## src/rtl/tvm_pkg.sv

```systemverilog
package tvm_pkg;
  // Canonical encoding of a don't-care position.
  localparam logic [1:0] TERN_X = 2'b10;

  typedef enum logic [2:0] {
    ST_IDLE,
    ST_SEARCH,
    ST_EMIT,
    ST_TAIL,
    ST_DONE
  } tvm_state_e;
endpackage

```

## src/rtl/tvm_pad.sv

```systemverilog
module tvm_pad
  import tvm_pkg::*;
#(
  parameter int IN_POS  = 4,
  parameter int OUT_POS = 6
) (
  input  logic [2*IN_POS-1:0]  din,
  output logic [2*OUT_POS-1:0] dout
);
  for (genvar p = 0; p < OUT_POS; p++) begin : g_pos
    if (p < IN_POS) begin : g_copy
      assign dout[2*p +: 2] = din[2*p +: 2];
    end else begin : g_fill
      assign dout[2*p +: 2] = TERN_X;
    end
  end
endmodule

```

## src/rtl/tvm_pair_merge.sv

```systemverilog
module tvm_pair_merge
  import tvm_pkg::*;
#(
  parameter int POS = 6
) (
  input  logic [2*POS-1:0] vec_a,
  input  logic [2*POS-1:0] vec_b,
  output logic             compat,
  output logic [2*POS-1:0] merged
);
  logic [POS-1:0] pos_ok;

  for (genvar p = 0; p < POS; p++) begin : g_pos
    logic [1:0] ea, eb;
    assign ea = vec_a[2*p +: 2];
    assign eb = vec_b[2*p +: 2];
    assign pos_ok[p] = ea[1] | eb[1] | (ea[0] == eb[0]);
    assign merged[2*p +: 2] = (ea[1] && eb[1]) ? TERN_X :
                              ea[1]            ? {1'b0, eb[0]} :
                                                 {1'b0, ea[0]};
  end

  assign compat = &pos_ok;
endmodule

```

## src/rtl/tvm_ctrl.sv

```systemverilog
module tvm_ctrl
  import tvm_pkg::*;
#(
  parameter int DEPTH_A = 16,
  parameter int DEPTH_B = 16,
  parameter int POS     = 16,
  localparam int AW = (DEPTH_A > 1) ? $clog2(DEPTH_A) : 1,
  localparam int BW = (DEPTH_B > 1) ? $clog2(DEPTH_B) : 1,
  localparam int CW = $clog2(DEPTH_A + DEPTH_B + 1)
) (
  input  logic             clk,
  input  logic             rst_n,
  input  logic             start,
  input  logic [AW:0]      n_a,
  input  logic [BW:0]      n_b,
  input  logic [2*POS-1:0] a_vec,
  input  logic [2*POS-1:0] b_vec,
  input  logic             compat,
  input  logic [2*POS-1:0] merged,
  output logic [AW-1:0]    a_addr,
  output logic [BW-1:0]    b_addr,
  output logic             out_valid,
  input  logic             out_ready,
  output logic [2*POS-1:0] out_vec,
  output logic             done,
  output logic [CW-1:0]    count
);
  localparam logic [AW:0]   A_ONE = (AW+1)'(1);
  localparam logic [BW:0]   B_ONE = (BW+1)'(1);
  localparam logic [CW-1:0] C_ONE = CW'(1);

  tvm_state_e         state;
  logic [AW:0]        a_idx, na_q;
  logic [BW:0]        b_idx, nb_q;
  logic [DEPTH_B-1:0] used;
  logic               in_tail;
  logic               b_end;
  logic               b_free;

  assign a_addr    = a_idx[AW-1:0];
  assign b_addr    = b_idx[BW-1:0];
  assign b_end     = (b_idx == nb_q);
  assign b_free    = !used[b_idx[BW-1:0]];
  assign out_valid = (state == ST_EMIT);
  assign done      = (state == ST_DONE);

  always_ff @(posedge clk or negedge rst_n) begin
    if (!rst_n) begin
      state   <= ST_IDLE;
      a_idx   <= '0;
      b_idx   <= '0;
      na_q    <= '0;
      nb_q    <= '0;
      used    <= '0;
      in_tail <= 1'b0;
      out_vec <= '0;
      count   <= '0;
    end else begin
      case (state)
        ST_IDLE, ST_DONE: begin
          if (start) begin
            na_q    <= n_a;
            nb_q    <= n_b;
            a_idx   <= '0;
            b_idx   <= '0;
            used    <= '0;
            count   <= '0;
            in_tail <= (n_a == '0);
            state   <= (n_a == '0) ? ST_TAIL : ST_SEARCH;
          end
        end
        ST_SEARCH: begin
          if (b_end) begin
            out_vec <= a_vec;
            state   <= ST_EMIT;
          end else if (b_free && compat) begin
            out_vec                <= merged;
            used[b_idx[BW-1:0]]    <= 1'b1;
            state                  <= ST_EMIT;
          end else begin
            b_idx <= b_idx + B_ONE;
          end
        end
        ST_EMIT: begin
          if (out_ready) begin
            count <= count + C_ONE;
            if (in_tail) begin
              b_idx <= b_idx + B_ONE;
              state <= ST_TAIL;
            end else if ((a_idx + A_ONE) == na_q) begin
              b_idx   <= '0;
              in_tail <= 1'b1;
              state   <= ST_TAIL;
            end else begin
              a_idx <= a_idx + A_ONE;
              b_idx <= '0;
              state <= ST_SEARCH;
            end
          end
        end
        ST_TAIL: begin
          if (b_end) begin
            state <= ST_DONE;
          end else if (b_free) begin
            out_vec <= b_vec;
            state   <= ST_EMIT;
          end else begin
            b_idx <= b_idx + B_ONE;
          end
        end
        default: state <= ST_IDLE;
      endcase
    end
  end
endmodule

```

## src/rtl/tvm_merger.sv

```systemverilog
module tvm_merger #(
  parameter int POS_A   = 12,
  parameter int POS_B   = 16,
  parameter int DEPTH_A = 16,
  parameter int DEPTH_B = 16,
  localparam int POS = (POS_A > POS_B) ? POS_A : POS_B,
  localparam int AW  = (DEPTH_A > 1) ? $clog2(DEPTH_A) : 1,
  localparam int BW  = (DEPTH_B > 1) ? $clog2(DEPTH_B) : 1,
  localparam int CW  = $clog2(DEPTH_A + DEPTH_B + 1)
) (
  input  logic             clk,
  input  logic             rst_n,
  input  logic             start,
  input  logic [AW:0]      num_a,
  input  logic [BW:0]      num_b,
  output logic [AW-1:0]    a_addr,
  input  logic [2*POS_A-1:0] a_rdata,
  output logic [BW-1:0]    b_addr,
  input  logic [2*POS_B-1:0] b_rdata,
  output logic             out_valid,
  input  logic             out_ready,
  output logic [2*POS-1:0] out_vec,
  output logic             done,
  output logic [CW-1:0]    merged_count
);
  logic [2*POS-1:0] a_vec, b_vec, merged;
  logic             compat;

  tvm_pad #(.IN_POS(POS_A), .OUT_POS(POS)) u_pad_a (.din(a_rdata), .dout(a_vec));
  tvm_pad #(.IN_POS(POS_B), .OUT_POS(POS)) u_pad_b (.din(b_rdata), .dout(b_vec));

  tvm_pair_merge #(.POS(POS)) u_merge (
    .vec_a (a_vec),
    .vec_b (b_vec),
    .compat(compat),
    .merged(merged)
  );

  tvm_ctrl #(.DEPTH_A(DEPTH_A), .DEPTH_B(DEPTH_B), .POS(POS)) u_ctrl (
    .clk      (clk),
    .rst_n    (rst_n),
    .start    (start),
    .n_a      (num_a),
    .n_b      (num_b),
    .a_vec    (a_vec),
    .b_vec    (b_vec),
    .compat   (compat),
    .merged   (merged),
    .a_addr   (a_addr),
    .b_addr   (b_addr),
    .out_valid(out_valid),
    .out_ready(out_ready),
    .out_vec  (out_vec),
    .done     (done),
    .count    (merged_count)
  );
endmodule

```

## config.mk

```make
export PLATFORM = sky130hd
export DESIGN_NAME = tvm_merger
export DESIGN_NICKNAME = d
export VERILOG_FILES = /design/src/rtl/tvm_pkg.sv /design/src/rtl/tvm_pad.sv /design/src/rtl/tvm_pair_merge.sv /design/src/rtl/tvm_ctrl.sv /design/src/rtl/tvm_merger.sv
export SDC_FILE = /design/constraint.sdc
export NUM_CORES = 1
export LEC_CHECK = 0
export CORE_ASPECT_RATIO = 0.5
export CORE_UTILIZATION = 54
export CTS_BUF_LIST = sky130_fd_sc_hd__clkbuf_4
export DETAILED_ROUTE_END_ITERATION = 10
export GPL_TIMING_DRIVEN = 0
export PLACE_DENSITY = 0.84
export SYNTH_ARGS = -nofsm -noshare
export SYNTH_HDL_FRONTEND = slang
export SYNTH_HIERARCHICAL = 1
export SYNTH_SLANG_ARGS = --single-unit
```

## constraint.sdc

```tcl
create_clock -name clk -period 3.3 [get_ports clk]
set_clock_uncertainty 0.2 [all_clocks]
set_input_delay 0.495 -clock clk [delete_from_list [all_inputs] [get_ports clk]]
set_output_delay 0.495 -clock clk [all_outputs]
set_load 0.005 [all_outputs]
```

**Word level (Yosys, flattened, before mapping)**

Index checks and enable logic that the tools add are counted.

- $add $sub $neg: 3
- $lt $le $gt $ge: 2
- Eq/ne operators: 30
- Multiplexer cells: 71
- Bitwise logic cells: 25
- Reduce and logical (&&, ||, !) cells: 30

Operators with widths:

| cell | number |
|---|---|
| 32-bit 2-to-1 mux | 4 |
| 32-bit case mux with 2 select lines | 1 |
| 5-bit 2-to-1 mux | 10 |
| 16-bit 2-to-1 mux | 3 |
| 2-bit 2-to-1 mux | 18 |
| 16-bit case mux with 2 select lines | 1 |
| 1-bit bitwise OR | 24 |
| 3-bit 2-to-1 mux | 7 |
| 5-bit case mux with 4 select lines | 1 |
| 1-bit 2-to-1 mux | 18 |
| 16-bit bitwise OR | 1 |
| 1-bit logical AND | 14 |
| 2-bit inequality test (second input constant) | 7 |
| 1-bit equality test | 12 |
| 6-bit 2-to-1 mux | 2 |
| 3-bit case mux with 4 select lines | 1 |
| 6-bit case mux with 2 select lines | 1 |
| 12-bit AND reduction | 1 |
| 4-bit AND reduction | 3 |
| 5-bit by 1-bit adder with 5-bit output (second input constant) | 2 |
| 5-bit equality test | 2 |
| 5-bit case mux with 2 select lines | 1 |
| 7-bit AND reduction | 1 |
| 6-bit by 1-bit adder with 6-bit output (second input constant) | 1 |
| other kinds (20) | 25 |

- Register bits after elaboration: 78
- Input port bits: 70
- Output and inout bits: 48
- Logic and storage cells: 170

**Logic depth before layout (Yosys ltp)**

- Depth after elaboration: 8
- Depth in mapped cells: 12
- Depth with buffers taken out: 10

**Hierarchy**

Netlist, hierarchy kept.

By module, submodules not included:

| module | instances | cells an instance | area an instance (µm²) | sequential area each (µm²) |
|---|---|---|---|---|
| tvm_ctrl | 1 | 443 | 4544.4 | 1951.9 |
| tvm_pair_merge | 1 | 101 | 614.3 | 0.0 |
| tvm_pad at u_pad_a | 1 | 34 | 247.7 | 0.0 |
| tvm_pad at u_pad_b | 1 | 32 | 240.2 | 0.0 |

**Worst setup path after synthesis**

OpenSTA, ideal clock, no wires.

- Kind: in2reg
- Start point: input port a_rdata[10]
- End point: register u_ctrl.out_vec[0]
- Library setup time: 0.125 ns
- Arrival: 2.365 ns
- Required time: 2.975 ns
- Setup slack: 0.609 ns
- Stages on the path: 11
- Path buffers: 2
- Cell sequence: buf_4 > xnor2_1 > nor3_1 > nor4_1 > and4_1 > nor2_1 > or2_2 > o22ai_2 > o21ai_2 > buf_6 > mux2_4

- Word-level cells in the longest chain between the ends: 6

Ends and longest elaborated chain:

| element | line | source |
|---|---|---|
| from (decl) | tvm_merger.sv:17 | `input logic [2*POS_A-1:0] a_rdata,` |
| 1-bit equality test | tvm_pair_merge.sv:17 | `assign pos_ok[p] = ea[1] \| eb[1] \| (ea[0] == eb[0]);` |
| 1-bit bitwise OR | tvm_pair_merge.sv:17 |  |
| 12-bit AND reduction | tvm_pair_merge.sv:23 | `assign compat = &pos_ok;` |
| net compat | tvm_merger.sv:27 | `logic compat;` |
| 1-bit logical AND | tvm_ctrl.sv:76 | `end else if (b_free && compat) begin` |
| 3-bit by 1-bit inequality test with 1-bit output (no source line) | - |  |
| 4-bit AND reduction (no source line) | - |  |
| to (signal assigned) | tvm_ctrl.sv:74 | `out_vec <= a_vec;` |
| to (signal assigned) | tvm_ctrl.sv:77 | `out_vec <= merged;` |
| to (signal assigned) | tvm_ctrl.sv:105 | `out_vec <= b_vec;` |
| to (decl) | tvm_ctrl.sv:24 | `output logic [2*POS-1:0] out_vec,` |

The timed path passes the listed nets, and every way through them passes these cells.
A chain may end at the register's enable or synchronous reset.

**Worst setup path in the final report**

- Start point: register u_ctrl.b_idx[1]
- End point: register u_ctrl.out_vec[30]

- Word-level cells in the longest chain between the ends: 6
- Elaborated cells between the ends (all ways): 11
- Classes of those cells: 4 x eq/ne; 4 x mux; 3 x reduce/logical

Ends and longest elaborated chain:

| element | line | source |
|---|---|---|
| from (decl) | tvm_ctrl.sv:34 | `logic [BW:0] b_idx, nb_q;` |
| from (signal assigned) | tvm_ctrl.sv:81 | `b_idx <= b_idx + B_ONE;` |
| from (signal assigned) | tvm_ctrl.sv:88 | `b_idx <= b_idx + B_ONE;` |
| from (signal assigned) | tvm_ctrl.sv:108 | `b_idx <= b_idx + B_ONE;` |
| 1-bit binary-select mux with 4-bit select | tvm_ctrl.sv:43 | `assign b_free = !used[b_idx[BW-1:0]];` |
| 1-bit 2-to-1 mux (not written as such) | tvm_ctrl.sv:43 |  |
| 1-bit zero test | tvm_ctrl.sv:43 |  |
| 1-bit logical AND | tvm_ctrl.sv:76 |  |
| 3-bit by 1-bit inequality test with 1-bit output (no source line) | - |  |
| 4-bit AND reduction (no source line) | - |  |

Parallel ways exist; a longest one is shown, timed or not. The select of a mux whose other input is x is not followed.

==> results.tsv <==
stage	metric	value	unit
timing	max frequency	337	MHz
drt	final antenna-violating net count	0	
timing	Least-Margin Pin Slew	0.593	ns
power_and_ir_drop	Int Power	0.00348	W
cells_and_area	Layout area overhead	18.0	%
clock_network	# resized after CTS	0	
synthesis	synth warn	6	
synthesis	cell taking the most area after synthesis	dfrtp_1	
cells_and_area	most common cell after layout, fill and taps aside	dfrtp_1	
worst_setup_path	worst-path cell chain	xor2_1 -> nor3_1 -> and3_1 -> buf_4 -> buf_4 -> mux2i_1 -> a21oi_1 -> mux2_4	
cells_and_area	most frequent cells in the layout	dfrtp_1, buf_4, clkdlybuf4s50_1	
cells_and_area	final non-filler cell total	830	
die	Core ar.	9790	µm²
synthesis	FFs w/ async S/R, synth	100	%
drt	Routed WL	12.8	mm
worst_setup_path	Setup crit end	u_ctrl/out_vec[30]$_DFFE_PN0P_	
timing	Rel. slew slack	60.5	%
worst_setup_path	Crit Reg-Reg Endpoint	u_ctrl/out_vec[30]$_DFFE_PN0P_	
die	die height	74.3	µm
power_and_ir_drop	clock network power share	13.1	%
clock_network	TritonCTS sink count	78	
synthesis	Post-Syn Area	5650	µm²
drt	DRC violations left	0	
drt	1st-iter DRT viols	294	
timing	share of the clock period used by the worst path	89.8	%
clock_network	clock latency on the worst-skew pair	0.43	ns
worst_setup_path	reg2reg start	u_ctrl/b_idx[1]$_DFFE_PN0P_	
synthesis	largest cells by area after synthesis	dfrtp_1, buf_4, mux2_4	
clock_network	CTS buffer count	9	
synthesis	Post-Synthesis Cells	610	
global_route	GRT Util Overall	24.4	%
timing	Pins Over Slew Limit	0	
die	Initial Utilization	57.7	%
timing	Hold WS	0.275	ns
clock_network	htree depth	3	
drt	Vias	4464	
power_and_ir_drop	NetSw	0.00213	W
worst_setup_path	CP peak stage delay	0.53	ns
synthesis	sequential area share after synthesis	34.6	%
worst_setup_path	endpoint class of the critical path	flop	
worst_setup_path	path depth of the worst reg2reg path	8	
place	Port Buffer Count	61	
synthesis	synth unique cells	53	
power_and_ir_drop	VDD IR max	0.441	mV
place	Area after DPL	6470	µm²
global_route	antenna violations before repair	0	
worst_setup_path	Worst path top cell family by delay	simple AND/OR/NAND/NOR gates	
synthesis	Seq cells post-synth	78	
synthesis	Syn Area/Cell	9.26	µm²
worst_setup_path	Buf/Inv on CP	2	
cells_and_area	post-route cell area	6660	µm²
synthesis	Synth Flop Type	dfrtp_1	
worst_setup_path	Critical Path Stages	8	
drt	Initial DRT Pass Iterations	4	
die	Cell Rows	25	
global_route	GRT Residual Overflow	0	
power_and_ir_drop	Sw Share	37.9	%
timing	count of final hold-check violations	0	
global_route	global-route wire length before repair	20.9	mm
worst_setup_path	WP data arrival	3.09	ns
worst_setup_path	CP most frequent cell	buf_4	
global_route	largest net degree at the start of global routing	54	
drt	Vias/cell	5.38	
drt	DR WL/cell	15.5	µm
clock_network	worst-case clock buffer depth	2	
status	status	complete, no violations	
clock_network	CTS tree	yes	
timing	setup TNS	0	ns
worst_setup_path	R2R Setup Slk	0.34	ns
die	Die W	147	µm
global_route	number of global-route vias before repair	4371	
worst_setup_path	crit-path max FO	10	
worst_setup_path	slowest CP cell	dfrtp_1	
place	routability cong.	0.903	
run	max_cap viols	0	
power_and_ir_drop	Reg power frac	27.8	%
die	DIE AREA	10900	µm²
timing	crit path time final	2.96	ns
timing	# setup viols final	0	
cells_and_area	Post-layout nets	766	
clock_network	clk root buf	clkbuf_4	
power_and_ir_drop	pwr/cell area	842	nW/µm²
worst_setup_path	Worst Setup SP	u_ctrl/b_idx[1]$_DFFE_PN0P_	
cells_and_area	number of diodes	0	
hold_path	Hold Path Class	in -> reg	
place	DP HPWL	9.58	mm
cells_and_area	share of cells above drive strength 1	20.9	%
worst_setup_path	Setup crit start kind	flop	
die	# IOs	118	
power_and_ir_drop	leakage power	3.10	nW
synthesis	area fraction of the dominant cell type after synthesis	34.6	%
power_and_ir_drop	Logic pwr share	59.1	%
clock_network	CTS clk-pin slew, worst paths	0.13	ns
worst_setup_path	WS Path Type	reg -> reg	
worst_setup_path	WP data required	3.43	ns
synthesis	number of enable flip-flop cells after synthesis	0	
timing	RSZ-0062 raised after global routing	no	
place	Placed Instances	813	
[timing repair]
action	4_1_cts	5_1_grt
hold buffers	1	0
setup buffers	0	0
endpoints found under the hold margin	25	0
[layout make-up]
type / instances / area [µm²]
tap: 135 / 169
inverter: 25 / 93.8
timing repair buffer: 63 / 646
buffer: 99 / 691
clock buffer: 9 / 67.6
sequential: 78 / 1950
multi-input combinational: 414 / 2930
clock inverter: 7 / 113
fill: 788 / 3130
[synth_stat cells, types with 3 or more instances]
master,n
a21o_1,3
a21oi_1,46
a22o_1,8
a31oi_1,4
and2_1,18
and3_1,5
buf_1,3
buf_2,3
buf_4,76
buf_6,4
clkbuf_1,13
dfrtp_1,78
ha_1,6
inv_1,25
mux2_2,4
mux2_4,31
mux2i_1,37
nand2_1,46
nand3_1,7
nand3b_1,18
nand4_1,3
nor2_1,53
nor3_1,20
nor4_1,5
o21ai_0,24
o31ai_1,5
or3_1,3
xnor2_1,22
xor2_1,8
[how the worst min path moves through the flow]
| stage | start | endpoint | slack (ns) | cells past startpoint |
|---|---|---|---|---|
| after global placement | u_ctrl/used[14]$_DFFE_PN0P_ | u_ctrl/used[14]$_DFFE_PN0P_ | 0.28 | 2 |
| after global routing | b_rdata[25] | u_ctrl/out_vec[25]$_DFFE_PN0P_ | 0.26 | 4 |
| after floorplan | rst_n | u_ctrl/a_idx[0]$_DFFE_PN0P_ | -0.0006 | 0 |
| after detailed placement | rst_n | u_ctrl/out_vec[3]$_DFFE_PN0P_ | 0.24 | 1 |
| final | b_rdata[25] | u_ctrl/out_vec[25]$_DFFE_PN0P_ | 0.28 | 4 |
| after CTS | b_rdata[25] | u_ctrl/out_vec[25]$_DFFE_PN0P_ | 0.25 | 4 |
[stage by stage]
stage          power (W)  util (%)  setup WS [ns]
2_1_floorplan    0.00384         -          0.609
3_3_place_gp     0.00478      65.9          -1.26
3_5_place_dp     0.00487      66.1          0.180
4_1_cts          0.00562      68.1          0.384
5_1_grt          0.00597      68.1          0.199
6_report         0.00561      68.1          0.336
[registers in the layout (all words and copies together), names as in the netlist]
signal	cells
u_ctrl/b_idx	5
u_ctrl/na_q	5
u_ctrl/count	6
u_ctrl/in_tail	1
u_ctrl/a_idx	5
u_ctrl/state	3
u_ctrl/used	16
u_ctrl/out_vec	32
u_ctrl/nb_q	5
[worst reg2reg max path: cells and delay by family (launching register included)]
kind,cells,cell delay [ns]
flops,1,0.53
compound gates,1,0.10
mux,2,0.54
xor+xnor,1,0.22
buf+inv,2,0.50
simple gates,2,0.79
[power by group through the flow]
stage               combinational, W  clock (W)  sequential [W]
CTS                          0.00331   0.000749         0.00156
global placement             0.00321          0         0.00157
floorplan                    0.00230          0         0.00154
global route                 0.00357   0.000795         0.00161
detailed placement           0.00329          0         0.00157
finish                       0.00331   0.000733         0.00156
[routing by layer]
layer	share of wire [%]	global-route usage (%)	wire length (µm)	up-vias
met5	0	0	0	-
met4	0.87	6.13	112	0
met3	3.7	4.85	481	10
met2	50	42.9	6410	100
met1	45	31.5	5840	2187
li1	-	-	-	2167
[logic make-up after synthesis]
logic type	Yosys count	synth area share, %
AOI/OAI and AO/OA	102	11.3
xor gates and xnor gates	32	5.45
adders and majority gates	6	1.33
buffers and inverters	124	13.9
DFF	78	34.6
muxes	75	16.4
other	2	0.133
and+or+nand+nor	191	16.9
No activity file was read; power rests on OpenSTA's default activity.
